File: config.mk
export PLATFORM = sky130hd
export DESIGN_NAME = bts_branch_unit
export DESIGN_NICKNAME = d
export VERILOG_FILES = /design/src/rtl/bts_pkg.sv /design/src/rtl/bts_target_calc.sv /design/src/rtl/bts_count_eval.sv /design/src/rtl/bts_spr_file.sv /design/src/rtl/bts_branch_unit.sv
export SDC_FILE = /design/constraint.sdc
export NUM_CORES = 1
export LEC_CHECK = 0
export CORE_ASPECT_RATIO = 1.5
export CORE_MARGIN = 4
export CORE_UTILIZATION = 46
export DETAILED_ROUTE_END_ITERATION = 16
export GPL_TIMING_DRIVEN = 0
export HOLD_SLACK_MARGIN = 0.05
export PLACE_DENSITY = 0.91
export SYNTH_ARGS = -nofsm -noshare
export SYNTH_HDL_FRONTEND = slang
export SYNTH_SLANG_ARGS = --single-unit
File: constraint.sdc
create_clock -name clk -period 4.26 [get_ports clk]
set_clock_uncertainty 0.2 [all_clocks]
set_input_delay 0.426 -clock clk [delete_from_list [all_inputs] [get_ports clk]]
set_output_delay 0.426 -clock clk [all_outputs]
set_load 0.1 [all_outputs]
File: src/rtl/bts_pkg.sv
package bts_pkg;

  typedef enum logic [1:0] {
    TGT_ABS   = 2'd0,
    TGT_REL   = 2'd1,
    TGT_LINK  = 2'd2,
    TGT_COUNT = 2'd3
  } tgt_src_e;

  typedef enum logic [1:0] {
    CT_ALWAYS  = 2'd0,
    CT_ZERO    = 2'd1,
    CT_NONZERO = 2'd2,
    CT_RSVD    = 2'd3
  } cnt_test_e;

endpackage

File: src/rtl/bts_target_calc.sv
module bts_target_calc
  import bts_pkg::*;
#(
  parameter int ADDR_W  = 32,
  parameter int FIELD_W = 24
) (
  input  tgt_src_e            src,
  input  logic [FIELD_W-1:0]  field,
  input  logic [ADDR_W-1:0]   cur_pc,
  input  logic [ADDR_W-1:0]   lr_q,
  input  logic [ADDR_W-1:0]   ctr_q,
  output logic [ADDR_W-1:0]   target
);
  localparam int EXT_W = ADDR_W - FIELD_W - 2;

  // Word field to a sign-extended byte offset.
  function automatic logic [ADDR_W-1:0] f_byte_off(input logic [FIELD_W-1:0] f);
    return {{EXT_W{f[FIELD_W-1]}}, f, 2'b00};
  endfunction

  // Clear the two low bits of an address.
  function automatic logic [ADDR_W-1:0] f_word_align(input logic [ADDR_W-1:0] a);
    return {a[ADDR_W-1:2], 2'b00};
  endfunction

  logic [ADDR_W-1:0] offset;
  logic [ADDR_W-1:0] raw_target;

  assign offset = f_byte_off(field);

  always_comb begin
    unique case (src)
      TGT_ABS:   raw_target = offset;
      TGT_REL:   raw_target = cur_pc + offset;
      TGT_LINK:  raw_target = lr_q;
      TGT_COUNT: raw_target = ctr_q;
      default:   raw_target = offset;
    endcase
  end

  assign target = f_word_align(raw_target);

endmodule

File: src/rtl/bts_count_eval.sv
module bts_count_eval
  import bts_pkg::*;
#(
  parameter int ADDR_W = 32
) (
  input  logic [ADDR_W-1:0] ctr_q,
  input  logic              dec_en,
  input  cnt_test_e         test,
  output logic [ADDR_W-1:0] ctr_dec_val,
  output logic              test_pass
);
  localparam logic [ADDR_W-1:0] ONE = ADDR_W'(1);

  function automatic logic f_test(input cnt_test_e t, input logic [ADDR_W-1:0] v);
    logic is_zero;
    is_zero = (v == '0);
    unique case (t)
      CT_ZERO:    return is_zero;
      CT_NONZERO: return !is_zero;
      default:    return 1'b1;
    endcase
  endfunction

  logic [ADDR_W-1:0] tested_val;

  assign ctr_dec_val = ctr_q - ONE;
  assign tested_val  = dec_en ? ctr_dec_val : ctr_q;
  assign test_pass   = f_test(test, tested_val);

endmodule

File: src/rtl/bts_spr_file.sv
module bts_spr_file #(
  parameter int ADDR_W = 32
) (
  input  logic              clk,
  input  logic              rst_n,
  input  logic              link_upd,
  input  logic [ADDR_W-1:0] link_val,
  input  logic              sw_lr_we,
  input  logic [ADDR_W-1:0] sw_lr_wdata,
  input  logic              ctr_upd,
  input  logic [ADDR_W-1:0] ctr_val,
  input  logic              sw_ctr_we,
  input  logic [ADDR_W-1:0] sw_ctr_wdata,
  output logic [ADDR_W-1:0] lr_q,
  output logic [ADDR_W-1:0] ctr_q
);
  logic [ADDR_W-1:0] lr_d, ctr_d;

  always_comb begin
    lr_d = lr_q;
    if (link_upd)      lr_d = link_val;
    else if (sw_lr_we) lr_d = sw_lr_wdata;
  end

  always_comb begin
    ctr_d = ctr_q;
    if (ctr_upd)        ctr_d = ctr_val;
    else if (sw_ctr_we) ctr_d = sw_ctr_wdata;
  end

  always_ff @(posedge clk or negedge rst_n) begin
    if (!rst_n) begin
      lr_q  <= '0;
      ctr_q <= '0;
    end else begin
      lr_q  <= lr_d;
      ctr_q <= ctr_d;
    end
  end

  // the branch update lands at the next edge.
  assert_link_write_R6: assert property (@(posedge clk) disable iff (!rst_n)
    link_upd |=> lr_q == $past(link_val));
  // the link register holds when nothing writes it.
  assert_link_hold_R6: assert property (@(posedge clk) disable iff (!rst_n)
    (!link_upd && !sw_lr_we) |=> $stable(lr_q));
  // a software write loses to a branch update.
  assert_sw_lr_prio_R9: assert property (@(posedge clk) disable iff (!rst_n)
    (sw_lr_we && !link_upd) |=> lr_q == $past(sw_lr_wdata));
  assert_sw_ctr_prio_R9: assert property (@(posedge clk) disable iff (!rst_n)
    (sw_ctr_we && !ctr_upd) |=> ctr_q == $past(sw_ctr_wdata));

endmodule

File: src/rtl/bts_branch_unit.sv
module bts_branch_unit
  import bts_pkg::*;
#(
  parameter int ADDR_W  = 32,
  parameter int FIELD_W = 24
) (
  input  logic               clk,
  input  logic               rst_n,
  input  logic               br_valid,
  input  logic [1:0]         br_src,
  input  logic [FIELD_W-1:0] br_field,
  input  logic               link_en,
  input  logic               cnt_dec,
  input  logic [1:0]         cnt_test,
  input  logic               cond_true,
  input  logic [ADDR_W-1:0]  cur_pc,
  input  logic               sw_lr_we,
  input  logic [ADDR_W-1:0]  sw_lr_wdata,
  input  logic               sw_ctr_we,
  input  logic [ADDR_W-1:0]  sw_ctr_wdata,
  output logic               redirect_valid,
  output logic [ADDR_W-1:0]  redirect_addr,
  output logic [ADDR_W-1:0]  lr_q,
  output logic [ADDR_W-1:0]  ctr_q
);
  localparam logic [ADDR_W-1:0] INSN_BYTES = ADDR_W'(4);

  // Named internal events.
  logic              link_upd;
  logic              ctr_upd;
  logic [ADDR_W-1:0] ret_addr;
  logic [ADDR_W-1:0] ctr_dec_val;
  logic              cnt_pass;
  logic [ADDR_W-1:0] target;

  assign link_upd = br_valid && link_en;
  assign ctr_upd  = br_valid && cnt_dec;
  assign ret_addr = cur_pc + INSN_BYTES;

  bts_target_calc #(.ADDR_W(ADDR_W), .FIELD_W(FIELD_W)) u_target (
    .src    (tgt_src_e'(br_src)),
    .field  (br_field),
    .cur_pc (cur_pc),
    .lr_q   (lr_q),
    .ctr_q  (ctr_q),
    .target (target)
  );

  bts_count_eval #(.ADDR_W(ADDR_W)) u_count (
    .ctr_q       (ctr_q),
    .dec_en      (cnt_dec),
    .test        (cnt_test_e'(cnt_test)),
    .ctr_dec_val (ctr_dec_val),
    .test_pass   (cnt_pass)
  );

  bts_spr_file #(.ADDR_W(ADDR_W)) u_spr (
    .clk          (clk),
    .rst_n        (rst_n),
    .link_upd     (link_upd),
    .link_val     (ret_addr),
    .sw_lr_we     (sw_lr_we),
    .sw_lr_wdata  (sw_lr_wdata),
    .ctr_upd      (ctr_upd),
    .ctr_val      (ctr_dec_val),
    .sw_ctr_we    (sw_ctr_we),
    .sw_ctr_wdata (sw_ctr_wdata),
    .lr_q         (lr_q),
    .ctr_q        (ctr_q)
  );

  assign redirect_valid = br_valid && cond_true && cnt_pass;
  assign redirect_addr  = target;

  // every target is word-aligned.
  assert_target_aligned_R1: assert property (@(posedge clk) disable iff (!rst_n)
    br_valid |-> redirect_addr[1:0] == 2'b00);
  // no redirect without a branch.
  assert_no_redirect_idle_R5: assert property (@(posedge clk) disable iff (!rst_n)
    !br_valid |-> !redirect_valid);
  // the decrement lands at the next edge.
  assert_ctr_dec_R7: assert property (@(posedge clk) disable iff (!rst_n)
    ctr_upd |=> ctr_q == $past(ctr_q) - INSN_BYTES / 4);
  // a taken zero-test branch with decrement leaves a zero count.
  assert_zero_loop_exit_R8: assert property (@(posedge clk) disable iff (!rst_n)
    (redirect_valid && cnt_dec && cnt_test == 2'd1) |=> ctr_q == '0);

endmodule

==> flow_metrics.env <==
export IMPL_drive_gt1_frac=0.123
export IMPL_path_max_fanout=5
export IMPL_drv_cap=0
export IMPL_crit_type="primary input to output port"
export IMPL_slew_headroom=0.293
export IMPL_dieArea_mm2=0.0157
export IMPL_critPathMaxStageDelay_ns=0.58
export IMPL_clk_latency_ns=0.35
export IMPL_synth_top_cells_by_area="dfrtp_1, mux4_2, ha_1"
export IMPL_cts_htree_levels=3
export IMPL_antenna_cells=0
export IMPL_async_flop_share=1.00
export IMPL_post_route_period_util=0.992
export IMPL_hp_class="primary input to flip-flop"
export IMPL_die_height_um=151
export IMPL_n_fill_cell=1012
export IMPL_portBuffers=221
export IMPL_clockRootBuffer="clkbuf_16"
export IMPL_yosysSeqAreaShare=0.254
export IMPL_rows=52
export IMPL_final_setup_viol_count=0
export IMPL_num_nets_final=1134
export IMPL_cp_start_kind="primary input"
export IMPL_path_delay_family="compound AO/OA/AOI/OAI gates"
export IMPL_yosysWarnings=0
export IMPL_ys_flop_type="dfrtp_1"
export IMPL_rr_endpoint="u_spr.ctr_q[18]$_DFFE_PN0P_"
export IMPL_holdPathEnd="u_spr.ctr_q[0]$_DFFE_PN0P_"
export IMPL_crit_required_ns=3.63
export IMPL_drt_iter0_drc=569
export IMPL_min_delay_start="sw_ctr_we"
export IMPL_synth_top_area_frac=0.254
export IMPL_hold_viol=0
export IMPL_synth_cell_type_count=74
export IMPL_ir_drop_mv=0.233
export IMPL_stdcell_count=1135
export IMPL_clk_pin_slew_ns=0.06
export IMPL_critical_path_buf_inv_count=3
export IMPL_antenna_found_initial=0
export IMPL_crit_chain="clkdlybuf4s50_1, ha_1, a211oi_1, nor2_1, o2111ai_2, a221oi_2, buf_4, nand3_1, o21ai_0, o31ai_1, xnor2_1, mux4_2, buf_4"
export IMPL_cpMaxStageDelayCell="clkdlybuf4s50_1"
export IMPL_multi_input_area_mm2=0.00463
export IMPL_hold_ws_ns=0.339
export IMPL_die_x_um=104
export IMPL_clockBufferDepth=2
export IMPL_holdPathStages=3
export IMPL_worstMarginPinSlew_ns=1.06
export IMPL_core_mm2=0.0135
export IMPL_cp_arrival_ns=3.60
export IMPL_p_leak_nw=3.79
export IMPL_grt_pass1_vias=7241
export IMPL_synth_seq_cells=64
export IMPL_syn_inst=730
export IMPL_postSynthAreaPerCell_um2=8.65
export IMPL_ios=229
export IMPL_drc_errors=0
export IMPL_r2r_start="u_spr.ctr_q[0]$_DFFE_PN0P_"
export IMPL_synth_edf_count=0
export IMPL_crit_top_cell="buf_4"
export IMPL_syn_area_mm2=0.00631
export IMPL_viasPerCell=6.34
export IMPL_vias=7199
export IMPL_ant_nets=0
export IMPL_wl_per_cell_um=22.1
export IMPL_start_util=0.469
export IMPL_dr_pass1_iters=5
export IMPL_status="finished, final reports clean"
export IMPL_cts_made_buffers=9
export IMPL_grt_ovfl_total=0
export IMPL_total_power_mw=3.62
export IMPL_grt_start_max_net_pins=65
export IMPL_slew_viol_final=0
export IMPL_endpoint_kind="output port"
export IMPL_tritoncts="built"
export IMPL_area_growth_pct=46.1
export IMPL_rrSetupSlack_ns=1.36
export IMPL_reg2reg_depth=8
export IMPL_seqCellArea_mm2=0.00160
export IMPL_rsz0062_at_grt="true"
export IMPL_grt_usage=0.308
export IMPL_routed_wl_um=25100
export IMPL_place_gp_congestion=0.918
export IMPL_pwr_density_cell_mw_per_mm2=393
export IMPL_period_minus_slack_ns=4.23
export IMPL_cts_sinks=64
export IMPL_post_dp_hpwl_um=19200
export IMPL_final_core_util=0.685
export IMPL_grt_pass1_wl_um=37900
export IMPL_synth_top_cell_by_area="dfrtp_1"
export IMPL_max_clock_freq_mhz=237
export IMPL_dp_cells=1114
## final cells by class
class / count / share of cell area
multi-input cells: 615 / 0.502
repair buffers: 226 / 0.240
flip-flops and latches: 64 / 0.174
clock buffers: 11 / 0.0274
well taps: 162 / 0.0220
plain buffers: 36 / 0.0194
clock inverters: 5 / 0.00936
inverters: 16 / 0.00651
## repair_timing
| action | in CTS | in global routing |
|---|---|---|
| hold buffers | 1 | 0 |
| pin swaps | 5 | 4 |
| setup endpoints to repair | 25 | 16 |
| gates cloned | 0 | 0 |
| setup buffers | 3 | 1 |
| hold endpoints to repair | 18 | 0 |
| resized for setup | 102 | 31 |
## report_power, final
group,total [mW],leakage (nW),internal [mW],switching (mW)
Clock,0.868,0.167,0.550,0.318
Sequential,0.796,0.737,0.680,0.117
Combinational,1.96,2.89,0.575,1.38
Total,3.62,3.79,1.81,1.82
## logic make-up after synthesis
logic type / count (synthesis) / share of synthesized area
mux: 64 / 0.157
flops: 64 / 0.254
other cells: 1 / 0.000594
fa+ha+maj: 34 / 0.0686
xor+xnor: 60 / 0.0832
compound gates: 192 / 0.197
buf+inv: 52 / 0.0379
simple gates: 263 / 0.202
## worst reg2reg max path: stages, from the launching register on
cell and delay [ns]:
dfrtp_1 0.44, inv_1 0.14, ha_1 0.23, or3b_2 0.51, nor3_4 0.29, nand2_1 0.24, nor2_1 0.35, a21oi_1 0.12
a221o_1 0.26
## worst max path at each step
stage / slack (ns) / cells after the start / from / endpoint
after floorplan: -0.44 / 11 / u_spr.ctr_q[0]$_DFFE_PN0P_ / redirect_valid
after global placement: -1.29 / 13 / cur_pc[2] / redirect_addr[24]
after detailed placement: -1.28 / 13 / cur_pc[2] / redirect_addr[24]
after CTS: 0.002 / 11 / cur_pc[3] / redirect_addr[11]
after global routing: -0.09 / 13 / cur_pc[3] / redirect_addr[29]
final: 0.03 / 13 / cur_pc[3] / redirect_addr[29]
## synth_stat cells, types with 3 or more instances
master / instances
nor2_1: 91
a21oi_1: 72
dfrtp_1: 64
nand2_1: 60
o21ai_0: 41
xnor2_1: 37
mux2i_1: 34
ha_1: 33
nand3_1: 31
mux4_2: 28
clkbuf_1: 25
xor2_1: 23
nor3_1: 20
inv_1: 16
a211oi_1: 10
nand4_1: 8
a21o_1: 7
a31oi_1: 7
and3_1: 7
nand2b_1: 7
or3_1: 7
a221o_1: 6
a22oi_1: 5
o211ai_1: 5
o21a_1: 5
a21o_2: 4
buf_1: 4
nor4_1: 4
a21boi_0: 3
and2_1: 3
nor3b_1: 3
o211a_1: 3
o22ai_1: 3
o31ai_1: 3
## layout by cell type, fill, tap and decap left out, types with 8 or more instances in the layout
cell             instances
dfrtp_1                 64
nor3_1                  20
a211oi_1                 9
clkbuf_1                25
nand3_1                 31
buf_4                    9
ha_1                    23
nor2_1                  90
mux4_2                  28
mux2i_1                 34
buf_2                    9
o21ai_0                 40
clkbuf_16                9
a21oi_1                 70
nand2_1                 60
inv_1                   16
xor2_1                  23
ha_4                     8
clkdlybuf4s50_1        185
nand4_1                  8
dlymetal6s2s_1          10
xnor2_1                 37
## per-stage QoR
step,cell area (um2),setup WS (ns),setup TNS (ns)
2_1_floorplan,6330,-0.445,-0.445
3_3_place_gp,8740,-1.29,-16.55
3_5_place_dp,8740,-1.28,-16.45
4_1_cts,9130,0.00152,0
5_1_grt,9230,-0.0940,-0.0992
6_report,9230,0.0337,0
## state kept, by name, summed over array words and instances (netlist names)
signal / count
u_spr.ctr_q: 32
u_spr.lr_q: 32
## per-layer routing
metal | vias to the layer above | wire, um | global-route usage
li1 | 3197 | - | -
met5 | - | 0 | 0
met2 | 467 | 12800 | 0.561
met3 | 106 | 1760 | 0.0458
met4 | 0 | 1660 | 0.190
met1 | 3429 | 8830 | 0.341
Note: power is estimated with default switching activity, not from simulation.
